**config.mk**
```make
export PLATFORM = sky130hd
export DESIGN_NAME = dsk_xfer_engine
export DESIGN_NICKNAME = d
export VERILOG_FILES = /design/src/rtl/dxe_pkg.sv /design/src/rtl/dxe_pacer.sv /design/src/rtl/dxe_addr_ctl.sv /design/src/rtl/dsk_xfer_engine.sv
export SDC_FILE = /design/constraint.sdc
export NUM_CORES = 1
export LEC_CHECK = 0
export ABC_AREA = 1
export BUFFER_PORTS_ARGS = -buffer_cell sky130_fd_sc_hd__buf_2
export CAP_MARGIN = 40
export CELL_PAD_IN_SITES_DETAIL_PLACEMENT = 0
export CELL_PAD_IN_SITES_GLOBAL_PLACEMENT = 1
export CORE_UTILIZATION = 38
export DETAILED_ROUTE_END_ITERATION = 8
export GPL_ROUTABILITY_DRIVEN = 1
export GPL_TIMING_DRIVEN = 1
export PLACE_DENSITY_LB_ADDON = 0.1
export SYNTH_ARGS = -nofsm -noshare
export SYNTH_HDL_FRONTEND = slang
export SYNTH_SLANG_ARGS = --single-unit
export TNS_END_PERCENT = 10
```
**constraint.sdc**
```tcl
create_clock -name clk -period 2.7 [get_ports clk]
set_input_delay 0.54 -clock clk [delete_from_list [all_inputs] [get_ports clk]]
set_output_delay 0.54 -clock clk [all_outputs]
set_load 0.1 [all_outputs]
```
**src/rtl/dxe_pkg.sv**
```systemverilog
package dxe_pkg;
  typedef enum logic [2:0] {
    OP_READ  = 3'd0,
    OP_WRITE = 3'd1,
    OP_CHECK = 3'd2,
    OP_SKIP  = 3'd3,
    OP_RADDR = 3'd4,
    OP_WADDR = 3'd5
  } dxe_op_e;

  typedef enum logic [2:0] {S_IDLE, S_WAIT, S_MRD, S_RDWORD, S_MWR} dxe_state_e;

  localparam logic [7:0] STS_ERR = 8'h01;
  localparam logic [7:0] STS_DTE = 8'h02;
  localparam logic [7:0] STS_FLG = 8'h08;
  localparam logic [7:0] STS_AER = 8'h10;
  localparam logic [7:0] STS_EOC = 8'h20;

  // Next {head, sector}: sector steps, rolls to 0 at nsec, head carries if asked.
  function automatic logic [9:0] step_addr(input logic [4:0] head, input logic [4:0] sec,
                                           input logic [4:0] nsec, input logic carry);
    logic [5:0] s1;
    s1 = {1'b0, sec} + 6'd1;
    if (s1 >= {1'b0, nsec}) return {head + {4'd0, carry}, 5'd0};
    return {head, s1[4:0]};
  endfunction

  function automatic logic [15:0] pack_hs(input logic [4:0] head, input logic [4:0] sec);
    return {3'b000, head, 3'b000, sec};
  endfunction
endpackage

```
**src/rtl/dxe_pacer.sv**
```systemverilog
module dxe_pacer #(
  parameter int W = 8
) (
  input  logic         clk,
  input  logic         rst_n,
  input  logic         arm,
  input  logic [W-1:0] interval,
  output logic         expire
);
  logic [W-1:0] cnt_q;
  logic         run_q;

  assign expire = run_q && (cnt_q == '0);

  always_ff @(posedge clk or negedge rst_n) begin
    if (!rst_n) begin
      cnt_q <= '0;
      run_q <= 1'b0;
    end else if (arm) begin
      cnt_q <= interval;
      run_q <= 1'b1;
    end else if (run_q) begin
      if (cnt_q == '0) run_q <= 1'b0;
      else cnt_q <= cnt_q - 1'b1;
    end
  end

  AST_PACE_HOLD: assert property (@(posedge clk) disable iff (!rst_n)
    arm && (interval != '0) |=> !expire);
endmodule

```
**src/rtl/dxe_addr_ctl.sv**
```systemverilog
module dxe_addr_ctl #(
  parameter int NSEC  = 23,
  parameter int NHEAD = 20
) (
  input  logic       clk,
  input  logic       rst_n,
  input  logic       load,
  input  logic [4:0] ld_head,
  input  logic [4:0] ld_sec,
  input  logic       step,
  input  logic       carry,
  input  logic       cyl_ok,
  output logic [4:0] head,
  output logic [4:0] sec,
  output logic       aer,
  output logic       eoc
);
  import dxe_pkg::*;

  localparam logic [4:0] NSEC_V  = 5'(NSEC);
  localparam logic [4:0] NHEAD_V = 5'(NHEAD);

  logic [4:0] head_q, sec_q;
  logic [9:0] nxt;

  assign nxt  = step_addr(head_q, sec_q, NSEC_V, carry);
  assign head = head_q;
  assign sec  = sec_q;
  assign aer  = !cyl_ok || (sec_q >= NSEC_V);
  assign eoc  = head_q >= NHEAD_V;

  always_ff @(posedge clk or negedge rst_n) begin
    if (!rst_n) begin
      head_q <= '0;
      sec_q  <= '0;
    end else if (load) begin
      head_q <= ld_head;
      sec_q  <= ld_sec;
    end else if (step) begin
      {head_q, sec_q} <= nxt;
    end
  end

  AST_SEC_WRAP: assert property (@(posedge clk) disable iff (!rst_n)
    step && !load && (sec_q == NSEC_V - 5'd1) |=> sec_q == 5'd0);
  AST_HEAD_CARRY: assert property (@(posedge clk) disable iff (!rst_n)
    step && !load && carry && (sec_q == NSEC_V - 5'd1) |=> head_q == $past(head_q) + 5'd1);
  AST_NO_CARRY: assert property (@(posedge clk) disable iff (!rst_n)
    step && !load && !carry |=> head_q == $past(head_q));
endmodule

```
**src/rtl/dsk_xfer_engine.sv**
```systemverilog
module dsk_xfer_engine #(
  parameter int WORDS  = 128,
  parameter int NSEC   = 23,
  parameter int NHEAD  = 20,
  parameter int PACE_W = 8,
  localparam int PTR_W = $clog2(WORDS)
) (
  input  logic              clk,
  input  logic              rst_n,
  input  logic              start,
  input  logic [2:0]        op,
  input  logic [7:0]        drv_cyl,
  input  logic [7:0]        req_cyl,
  input  logic [4:0]        req_head,
  input  logic [4:0]        req_sec,
  input  logic [8:0]        chk_count,
  input  logic              wr_protect,
  input  logic [PACE_W-1:0] pace,
  input  logic              dch_stc,
  input  logic              dch_clc,
  input  logic              dch_wr,
  input  logic [15:0]       dch_obuf,
  output logic [15:0]       dch_ibuf,
  output logic              dch_flag,
  output logic [PTR_W-1:0]  buf_addr,
  output logic              buf_we,
  output logic [15:0]       buf_wdata,
  input  logic [15:0]       buf_rdata,
  output logic              media_rd_req,
  output logic              media_wr_req,
  output logic [4:0]        media_head,
  output logic [4:0]        media_sec,
  input  logic              media_ack,
  output logic              busy,
  output logic              cch_flag,
  output logic [7:0]        status,
  output logic [4:0]        cur_head,
  output logic [4:0]        cur_sec
);
  import dxe_pkg::*;

  localparam logic [PTR_W-1:0] LAST_PTR = PTR_W'(WORDS - 1);

  dxe_state_e       state_q;
  dxe_op_e          op_q;
  logic [PTR_W-1:0] ptr_q;
  logic [8:0]       cnt_q;
  logic [7:0]       rcyl_q, status_q;
  logic [15:0]      ibuf_q, obuf_q;
  logic [4:0]       mhead_q, msec_q;
  logic             cmd_q, xfer_q, wval_q, busy_q, wp_q, flag_q, done_q;

  // named internal events
  logic tick, at_start, last, is_rdl, is_wr, is_ra;
  logic ev_accept, ev_finish, ev_cnt_end, ev_rd_begin, ev_rd_word, ev_wr_store, ev_ra_word;
  logic ev_serve, ev_adv, ev_arm, ev_overrun;
  logic [7:0] err_bits;
  logic pace_exp, aer, eoc;

  dxe_pacer #(.W(PACE_W)) u_pacer (
    .clk(clk), .rst_n(rst_n), .arm(ev_arm), .interval(pace), .expire(pace_exp)
  );

  dxe_addr_ctl #(.NSEC(NSEC), .NHEAD(NHEAD)) u_addr (
    .clk(clk), .rst_n(rst_n), .load(ev_accept), .ld_head(req_head), .ld_sec(req_sec),
    .step(ev_adv), .carry(!is_ra), .cyl_ok(drv_cyl == rcyl_q),
    .head(cur_head), .sec(cur_sec), .aer(aer), .eoc(eoc)
  );

  always_comb begin
    is_rdl   = (op_q == OP_READ) || (op_q == OP_CHECK) || (op_q == OP_SKIP);
    is_wr    = (op_q == OP_WRITE) || (op_q == OP_WADDR);
    is_ra    = (op_q == OP_RADDR);
    tick     = (state_q == S_WAIT) && pace_exp;
    at_start = (ptr_q == '0);
    last     = (ptr_q == LAST_PTR);
    ev_accept   = (state_q == S_IDLE) && start;
    ev_finish   = 1'b0;
    ev_rd_begin = 1'b0;
    ev_rd_word  = 1'b0;
    ev_wr_store = 1'b0;
    ev_ra_word  = 1'b0;
    err_bits    = 8'h00;
    if (tick) begin
      if (!is_rdl && !is_wr && !is_ra) ev_finish = 1'b1;
      else if (is_ra) begin
        if (!cmd_q || (ptr_q >= PTR_W'(2))) ev_finish = 1'b1;
        else ev_ra_word = 1'b1;
      end else if (at_start) begin
        if ((is_rdl && (op_q != OP_CHECK) && !cmd_q) || (is_wr && !cmd_q && !wval_q))
          ev_finish = 1'b1;
        else if (is_wr && wp_q) begin
          ev_finish = 1'b1;
          err_bits  = STS_FLG | STS_ERR;
        end else if (aer) begin
          ev_finish = 1'b1;
          err_bits  = STS_AER | STS_ERR;
        end else if (eoc) begin
          ev_finish = 1'b1;
          err_bits  = STS_EOC | STS_ERR;
        end else if (is_rdl) ev_rd_begin = 1'b1;
        else ev_wr_store = 1'b1;
      end else if (is_rdl) ev_rd_word = 1'b1;
      else ev_wr_store = 1'b1;
    end
    if (state_q == S_RDWORD) ev_rd_word = 1'b1;
    ev_cnt_end = ev_rd_word && last && (op_q == OP_CHECK) && (cnt_q == 9'd1);
    if (ev_cnt_end) ev_finish = 1'b1;
    ev_serve   = ev_rd_word || ev_wr_store || ev_ra_word;
    ev_adv     = ev_rd_begin || (ev_wr_store && last) || (ev_ra_word && (ptr_q == PTR_W'(1)));
    ev_arm     = ev_accept || (ev_serve && !ev_finish && !(ev_wr_store && last)) ||
                 ((state_q == S_MWR) && media_ack);
    ev_overrun = dch_stc && busy_q && !xfer_q;
  end

  always_ff @(posedge clk or negedge rst_n) begin
    if (!rst_n) begin
      state_q  <= S_IDLE;
      op_q     <= OP_READ;
      ptr_q    <= '0;
      cnt_q    <= '0;
      rcyl_q   <= '0;
      status_q <= '0;
      ibuf_q   <= '0;
      obuf_q   <= '0;
      mhead_q  <= '0;
      msec_q   <= '0;
      cmd_q    <= 1'b0;
      xfer_q   <= 1'b0;
      wval_q   <= 1'b0;
      busy_q   <= 1'b0;
      wp_q     <= 1'b0;
      flag_q   <= 1'b0;
      done_q   <= 1'b0;
    end else begin
      flag_q <= ev_serve && !ev_cnt_end && cmd_q && xfer_q;
      done_q <= ev_finish;
      // sequencing
      unique case (state_q)
        S_IDLE:   if (ev_accept) state_q <= S_WAIT;
        S_WAIT: begin
          if (ev_finish) state_q <= S_IDLE;
          else if (ev_rd_begin) state_q <= S_MRD;
          else if (ev_wr_store && last) state_q <= S_MWR;
        end
        S_MRD:    if (media_ack) state_q <= S_RDWORD;
        S_RDWORD: state_q <= ev_finish ? S_IDLE : S_WAIT;
        S_MWR:    if (media_ack) state_q <= S_WAIT;
        default:  state_q <= S_IDLE;
      endcase
      if (ev_accept) begin
        op_q     <= dxe_op_e'(op);
        rcyl_q   <= req_cyl;
        cnt_q    <= chk_count;
        wp_q     <= wr_protect;
        ptr_q    <= '0;
        status_q <= 8'h00;
        busy_q   <= 1'b1;
        xfer_q   <= 1'b1;
      end else begin
        status_q <= status_q | err_bits | (ev_overrun ? (STS_DTE | STS_ERR) : 8'h00);
      end
      if (ev_serve) ptr_q <= (last && !is_ra) ? '0 : ptr_q + 1'b1;
      if (ev_rd_word) ibuf_q <= buf_rdata;
      if (ev_ra_word) ibuf_q <= at_start ? {8'h00, drv_cyl} : pack_hs(cur_head, cur_sec);
      if (ev_rd_word && last && (op_q == OP_CHECK)) cnt_q <= cnt_q - 9'd1;
      if (ev_adv && !is_ra) begin
        mhead_q <= cur_head;
        msec_q  <= cur_sec;
      end
      // channel handshake
      if (ev_serve) cmd_q <= 1'b0;
      if (dch_stc) cmd_q <= 1'b1;
      if (dch_clc) begin
        cmd_q  <= 1'b0;
        xfer_q <= 1'b0;
      end
      if (dch_wr) obuf_q <= dch_obuf;
      if (ev_wr_store) wval_q <= 1'b0;
      if (dch_wr && (!busy_q || xfer_q)) wval_q <= 1'b1;
      if (ev_finish) begin
        busy_q <= 1'b0;
        xfer_q <= 1'b0;
        wval_q <= 1'b0;
      end
    end
  end

  assign dch_ibuf     = ibuf_q;
  assign dch_flag     = flag_q;
  assign buf_addr     = ptr_q;
  assign buf_we       = ev_wr_store;
  assign buf_wdata    = wval_q ? obuf_q : 16'h0000;
  assign media_rd_req = (state_q == S_MRD);
  assign media_wr_req = (state_q == S_MWR);
  assign media_head   = mhead_q;
  assign media_sec    = msec_q;
  assign busy         = busy_q;
  assign cch_flag     = done_q;
  assign status       = status_q;

  AST_FLAG_NEEDS_XFER: assert property (@(posedge clk) disable iff (!rst_n)
    dch_flag |-> $past(xfer_q) && $past(cmd_q));
  AST_MEDIA_EXCL: assert property (@(posedge clk) disable iff (!rst_n)
    $onehot0({media_rd_req, media_wr_req}));
  AST_ERR_SUMMARY: assert property (@(posedge clk) disable iff (!rst_n)
    (status_q[5:1] != 4'h0 && status_q[5:1] != 5'h00) |-> status_q[0]);
  AST_PROT_NO_WRITE: assert property (@(posedge clk) disable iff (!rst_n)
    media_wr_req |-> !wp_q);
  AST_WVAL_CLEAR: assert property (@(posedge clk) disable iff (!rst_n)
    buf_we && !dch_wr |=> !wval_q);
  AST_OVERRUN: assert property (@(posedge clk) disable iff (!rst_n)
    dch_stc && busy && !xfer_q |=> status_q[1] && status_q[0]);
  AST_DONE_IDLE: assert property (@(posedge clk) disable iff (!rst_n)
    cch_flag |-> !busy_q && !xfer_q && !wval_q);
endmodule

```
# Yosys cells after proc, flatten, opt, wreduce, memory -nomap -nowiden

Cells that the tools add are included.

Add/subtract/negate cells: 5
Order comparisons: 4
Eq/ne operators: 19
Multiplexer cells: 87
Bitwise logic cells: 2
Reduce and logical (&&, ||, !) cells: 67

Operators by type and width:

| cell                                                               | number |
|---|---|
| 1-bit two-way mux                                                  | 52 |
| 16-bit two-way mux                                                 | 3 |
| 6-bit two-way mux                                                  | 8 |
| 8-bit two-way mux                                                  | 4 |
| 1-bit logical AND                                                  | 26 |
| 7-bit two-way mux                                                  | 3 |
| 10-bit two-way mux                                                 | 2 |
| 5-bit two-way mux                                                  | 4 |
| 3-bit two-way mux                                                  | 6 |
| 9-bit two-way mux                                                  | 2 |
| 3-bit case mux with 5 select lines                                 | 1 |
| 2-bit nonzero test                                                 | 7 |
| 1-bit logical OR                                                   | 13 |
| 13-bit two-way mux                                                 | 1 |
| 3-bit by 2-bit == test with 1-bit output, second input constant    | 4 |
| 1-bit zero test                                                    | 11 |
| 5-bit greater-or-equal comparator, second input constant           | 2 |
| 3-bit == test, second input constant                               | 3 |
| 9-bit by 1-bit == test with 1-bit output, second input constant    | 1 |
| 3-bit nonzero test                                                 | 3 |
| 9-bit by 1-bit subtractor with 9-bit output, second input constant | 1 |
| 8-bit == test                                                      | 1 |
| 8-bit zero test                                                    | 1 |
| 8-bit by 2-bit bitwise OR with 8-bit output                        | 1 |
| other kinds (19)                                                   | 24 |

Bits in registers: 106
Input port bits: 86
Output and inout bits: 73
Logic and storage cells: 205

# Logic depth before layout (Yosys ltp)

Word-level depth: 20
Depth in mapped cells: 17

# By module

Synthesis repeated with hierarchy kept, for this count alone.

Cell total of the unflattened synthesis: 748
Area, all modules: 5724.2 um^2

By module, submodules not included:

| module          | times used | cells an instance | area each (um^2) |
|---|---|---|---|
| dsk_xfer_engine | 1          | 549               | 4361.7 |
| dxe_addr_ctl    | 1          | 101               | 716.9 |
| dxe_pacer       | 1          | 98                | 645.6 |

# Worst setup path before layout

No wires, ideal clock.

Path type: flip-flop to output port
Start: register u_addr.sec_q[0], in the netlist u_addr.sec[0]
End: output buf_we
Arrival time: 2.551 ns
Data required time: 2.160 ns
Setup slack: -0.391 ns
Stages on the path, launching flop included: 11
Buffers on the path: 0
Cell sequence: dfrtp_1 > ha_1 > nand2_1 > nand3_1 > nand2_1 > nand3_1 > nor2_1 > nand4_1 > nand2_1 > nand2_1 > inv_1

Cells in the longest elaborated chain, start to end: 9

Ends and longest elaborated chain:

| what                              | RTL line              | RTL |
|---|---|---|
| start, declared                   | dxe_addr_ctl.sv:23    | `logic [4:0] head_q, sec_q;` |
| start signal, assigned            | dxe_addr_ctl.sv:38    | `sec_q <= ld_sec;` |
| start signal, assigned            | dxe_addr_ctl.sv:40    | `{head_q, sec_q} <= nxt;` |
| 5-bit greater-or-equal comparator | dxe_addr_ctl.sv:29    | `assign aer = !cyl_ok \|\| (sec_q >= NSEC_V);` |
| 1-bit logical OR                  | dxe_addr_ctl.sv:29    |  |
| 1-bit two-way mux                 | dsk_xfer_engine.sv:95 | `end else if (aer) begin` |
| 1-bit two-way mux                 | dsk_xfer_engine.sv:92 | `else if (is_wr && wp_q) begin` |
| 1-bit two-way mux                 | dsk_xfer_engine.sv:90 | `if ((is_rdl && (op_q != OP_CHECK) && !cmd_q) \|\| (is_wr && !cmd_q && !wval_q))` |
| 1-bit two-way mux                 | dsk_xfer_engine.sv:89 | `end else if (at_start) begin` |
| 1-bit two-way mux                 | dsk_xfer_engine.sv:86 | `else if (is_ra) begin` |
| 1-bit two-way mux                 | dsk_xfer_engine.sv:85 | `if (!is_rdl && !is_wr && !is_ra) ev_finish = 1'b1;` |
| 1-bit two-way mux                 | dsk_xfer_engine.sv:84 | `if (tick) begin` |
| end, declared                     | dsk_xfer_engine.sv:26 | `output logic buf_we,` |

Every way passes these cells.

# Final worst setup path

Start: register u_addr.sec_q[1], in the netlist u_addr.sec[1]
End: output buf_we

Same word-level chain as after synthesis.

==> impl_metrics.toml <==
[detailed_routing]
antenna_left = 0
drc = 0
routedWlPerCell_um = 14.1
drt_iter0_drc = 241
vias = 5263
viasPerCell = 4.80
routed_wirelength_um = 15400
firstDrtPassIters = 4

[sta]
setup-tns-final_ps = 0
fin_crit_sh_pct = 95.6
finalHoldViolations = 0
grt_setup_unrepaired = "no"
skew_ps = 8.21
setup_violations = 0
fmax_mhz = 388
worst_hold_slack_ps = 132
period_minus_slack_ps = 2580
fin_ws_ps = 120
drv_slew = 0

[floorplan]
die_w_um = 124
initial_core_util_pct = 39.0
die_area_mm2 = 0.0154
fp-row-count = 44
ioPinCount = 159
core-area_mm2 = 0.0145
dieHeight_um = 124

[pwr]
powerDensity_mw_per_mm2 = 946
p_leak_nw = 3.88
seq_power_share_pct = 33.0
swShare_pct = 50.0
clockPowerShare_pct = 18.2
totalPowerFinal_w = 0.00675
comb_power_share_pct = 48.8
internal-power_w = 0.00337
ir_drop_uv = 353
p_switching_w = 0.00338

[yosys]
yosysTopAreaCell = "dfrtp_1"
ys_top_cells_by_area = "dfrtp_1, nand2_1, inv_1"
ys_seq_area_share_pct = 45.4
synth_top_area_share_pct = 45.4
synth_area_mm2 = 0.00567
ys_types = 49
synthMostInstantiatedCell = "nand2_1"
ys.flop_type = "dfrtp_1"
synth_seq_cells = 103
async_reset_ff_share_pct = 100
synth_edf_count = 0
synth_common_cells = "nand2_1, dfrtp_1, inv_1"
synth.avg_cell_area_um2 = 7.65
yosys_warnings = 0
synthCells = 741

[worst_setup_path]
cp_cell_sequence = "ha_4 > nand2_4 > nand3_2 > nand2_2 > nand3_2 > nor2_4 > nand4_1 > nand2_2 > nand2_4 > clkinvlp_4 > buf_12"
startpoint = "u_addr.sec[1]$_DFFE_PN0P_"
crit_type = "reg2out"
reg2reg_from = "u_addr.sec[1]$_DFFE_PN0P_"
end_kind = "output pin"
ff2ff_path_depth = 19
slowest_stage = "dfrtp_2"
cp.required_ps = 2160
crit_fanout = 5
slowest_delay_ps = 450
cp.arrival_ps = 2040
start_kind = "flop"

[finish]
area_delta_synth_final_pct = 25.8
layout.nets = 1006
multiInputGateArea_mm2 = 0.00265
instances_no_fill = 1097
drive_gt1_share_pct = 26.5
final-seq-area_mm2 = 0.00259
n_antenna_cell = 0
fillers = 1517

[grt]
grt_pass1_wl_um = 24200
grt_pass1_vias = 4975
globalRoute.totalOverflow = 0
grt_max_degree = 44
track_usage_pct = 20.6
antenna_found_initial = 0

[place]
dp.cells = 1077
port_buffers = 155
dp_slack_ps = 111
hpwl_um = 11700
gp_congestion = 0.817

[outcome]
outcome = "finished, final reports clean"

[clocking]
postCtsHoldBufs = 0
cts_tree = "yes"
numCtsBuffers = 9
clkLatencyLatePin_ps = 350
htreeDepth = 3
cts_root_buffer = "clkbuf_16"
cts_buffer_depth = 2
clkSlewWorstSetupHoldPaths_ps = 70
cts.sinks = 103

[hold_path]
hold_class = "in2async"

[flow_run]
drv_cap = 0
-- critical path: cells and delay by family (launching register included) --
family        cells  cell delay (ps)
simple gates      8              780
flops             1              450
buf+inv           2              280
fa+ha+maj         1              180
-- power groups by stage --
stage / registers, W / clock network, W / logic (W)
6_report: 0.00222 / 0.00123 / 0.00329
3_3_place_gp: 0.00223 / 0 / 0.00322
5_1_grt: 0.00228 / 0.00133 / 0.00360
3_5_place_dp: 0.00224 / 0 / 0.00326
4_1_cts: 0.00222 / 0.00127 / 0.00329
2_1_floorplan: 0.00313 / 0 / 0.00164
-- placed cells by master, fill, tap and decap left out, drive strengths merged --
cell type / count
a211oi: 4
nand3b: 1
clkbuf: 13
ha: 12
a22o: 3
nor4: 1
a21oi: 13
clkinvlp: 3
mux2i: 1
a31oi: 3
o221ai: 1
a31o: 1
and3: 1
clkinv: 6
inv: 103
nor3: 9
o211ai: 6
dfrtp: 103
conb: 3
nand4: 16
xnor2: 3
xor2: 20
o21ai: 75
nand2: 224
o22ai: 8
or2: 3
nor3b: 2
o311ai: 1
nand3: 40
buf: 177
nor2: 52
o31ai: 5
-- stage by stage --
| stage | cell area [µm²] | util, % |
|---|---|---|
| floorplan | 5700 | - |
| global placement | 6770 | 46.6 |
| detailed placement | 6770 | 46.6 |
| CTS | 7090 | 48.8 |
| global route | 7140 | 49.1 |
| finish | 7140 | 49.1 |
-- area by class of cell --
cell class,instances,share of cell area [%]
multi-input cells,508,37.1
well taps,184,3.23
clock inverters,3,0.281
clock buffers,13,3.51
flip-flops and latches,103,36.4
inverters,109,5.82
repair buffers,177,13.7
-- registers in the layout (all words and copies together) (netlist names), 3 cells and up --
signal	count
media_head	5
op_q	3
u_pacer.cnt_q	8
u_addr.head	5
dch_ibuf	16
status	5
rcyl_q	8
media_sec	5
cnt_q	9
obuf_q	16
state_q	3
u_addr.sec	5
buf_addr	7
-- final timing paths --
check,end,slack [ps]
min in group clk,cmd_q$_DFFE_PN0P_,370
worst min register to register,obuf_q[8]$_DFFE_PN0P_,470
max in group asynchronous,u_addr.head[3]$_DFFE_PN0P_,1840
worst min-delay path,dch_ibuf[5]$_DFFE_PN0P_,130
worst max-delay path,buf_we,120
worst max register to register,u_pacer.cnt_q[4]$_DFFE_PN0P_,240
-- what timing repair did --
item,4_1_cts,5_1_grt
setup buffers,4,0
endpoints found under the hold margin,0,0
pin swaps,2,2
endpoints found under the setup margin,1,13
resized for setup,6,10
gates cloned,0,0
-- logic make-up after synthesis --
logic type      after synthesis  share of synthesized area (%)
xor+xnor                     23                           3.55
flops                       103                           45.4
other cells                   1                         0.0661
compound gates              120                           12.1
simple gates                349                           26.8
fa+ha+maj                    12                           2.65
buf+inv                     132                           9.18
mux                           1                          0.176
-- layer usage --
metal / global-route usage (%) / vias to the layer above / wire length [µm]
met5: 0 / - / 0
met3: 2.88 / 21 / 658
met2: 33.4 / 119 / 6990
li1: - / 2699 / -
met1: 27.6 / 2424 / 7450
met4: 8.56 / 0 / 316
(Power assumes the default switching activity.)
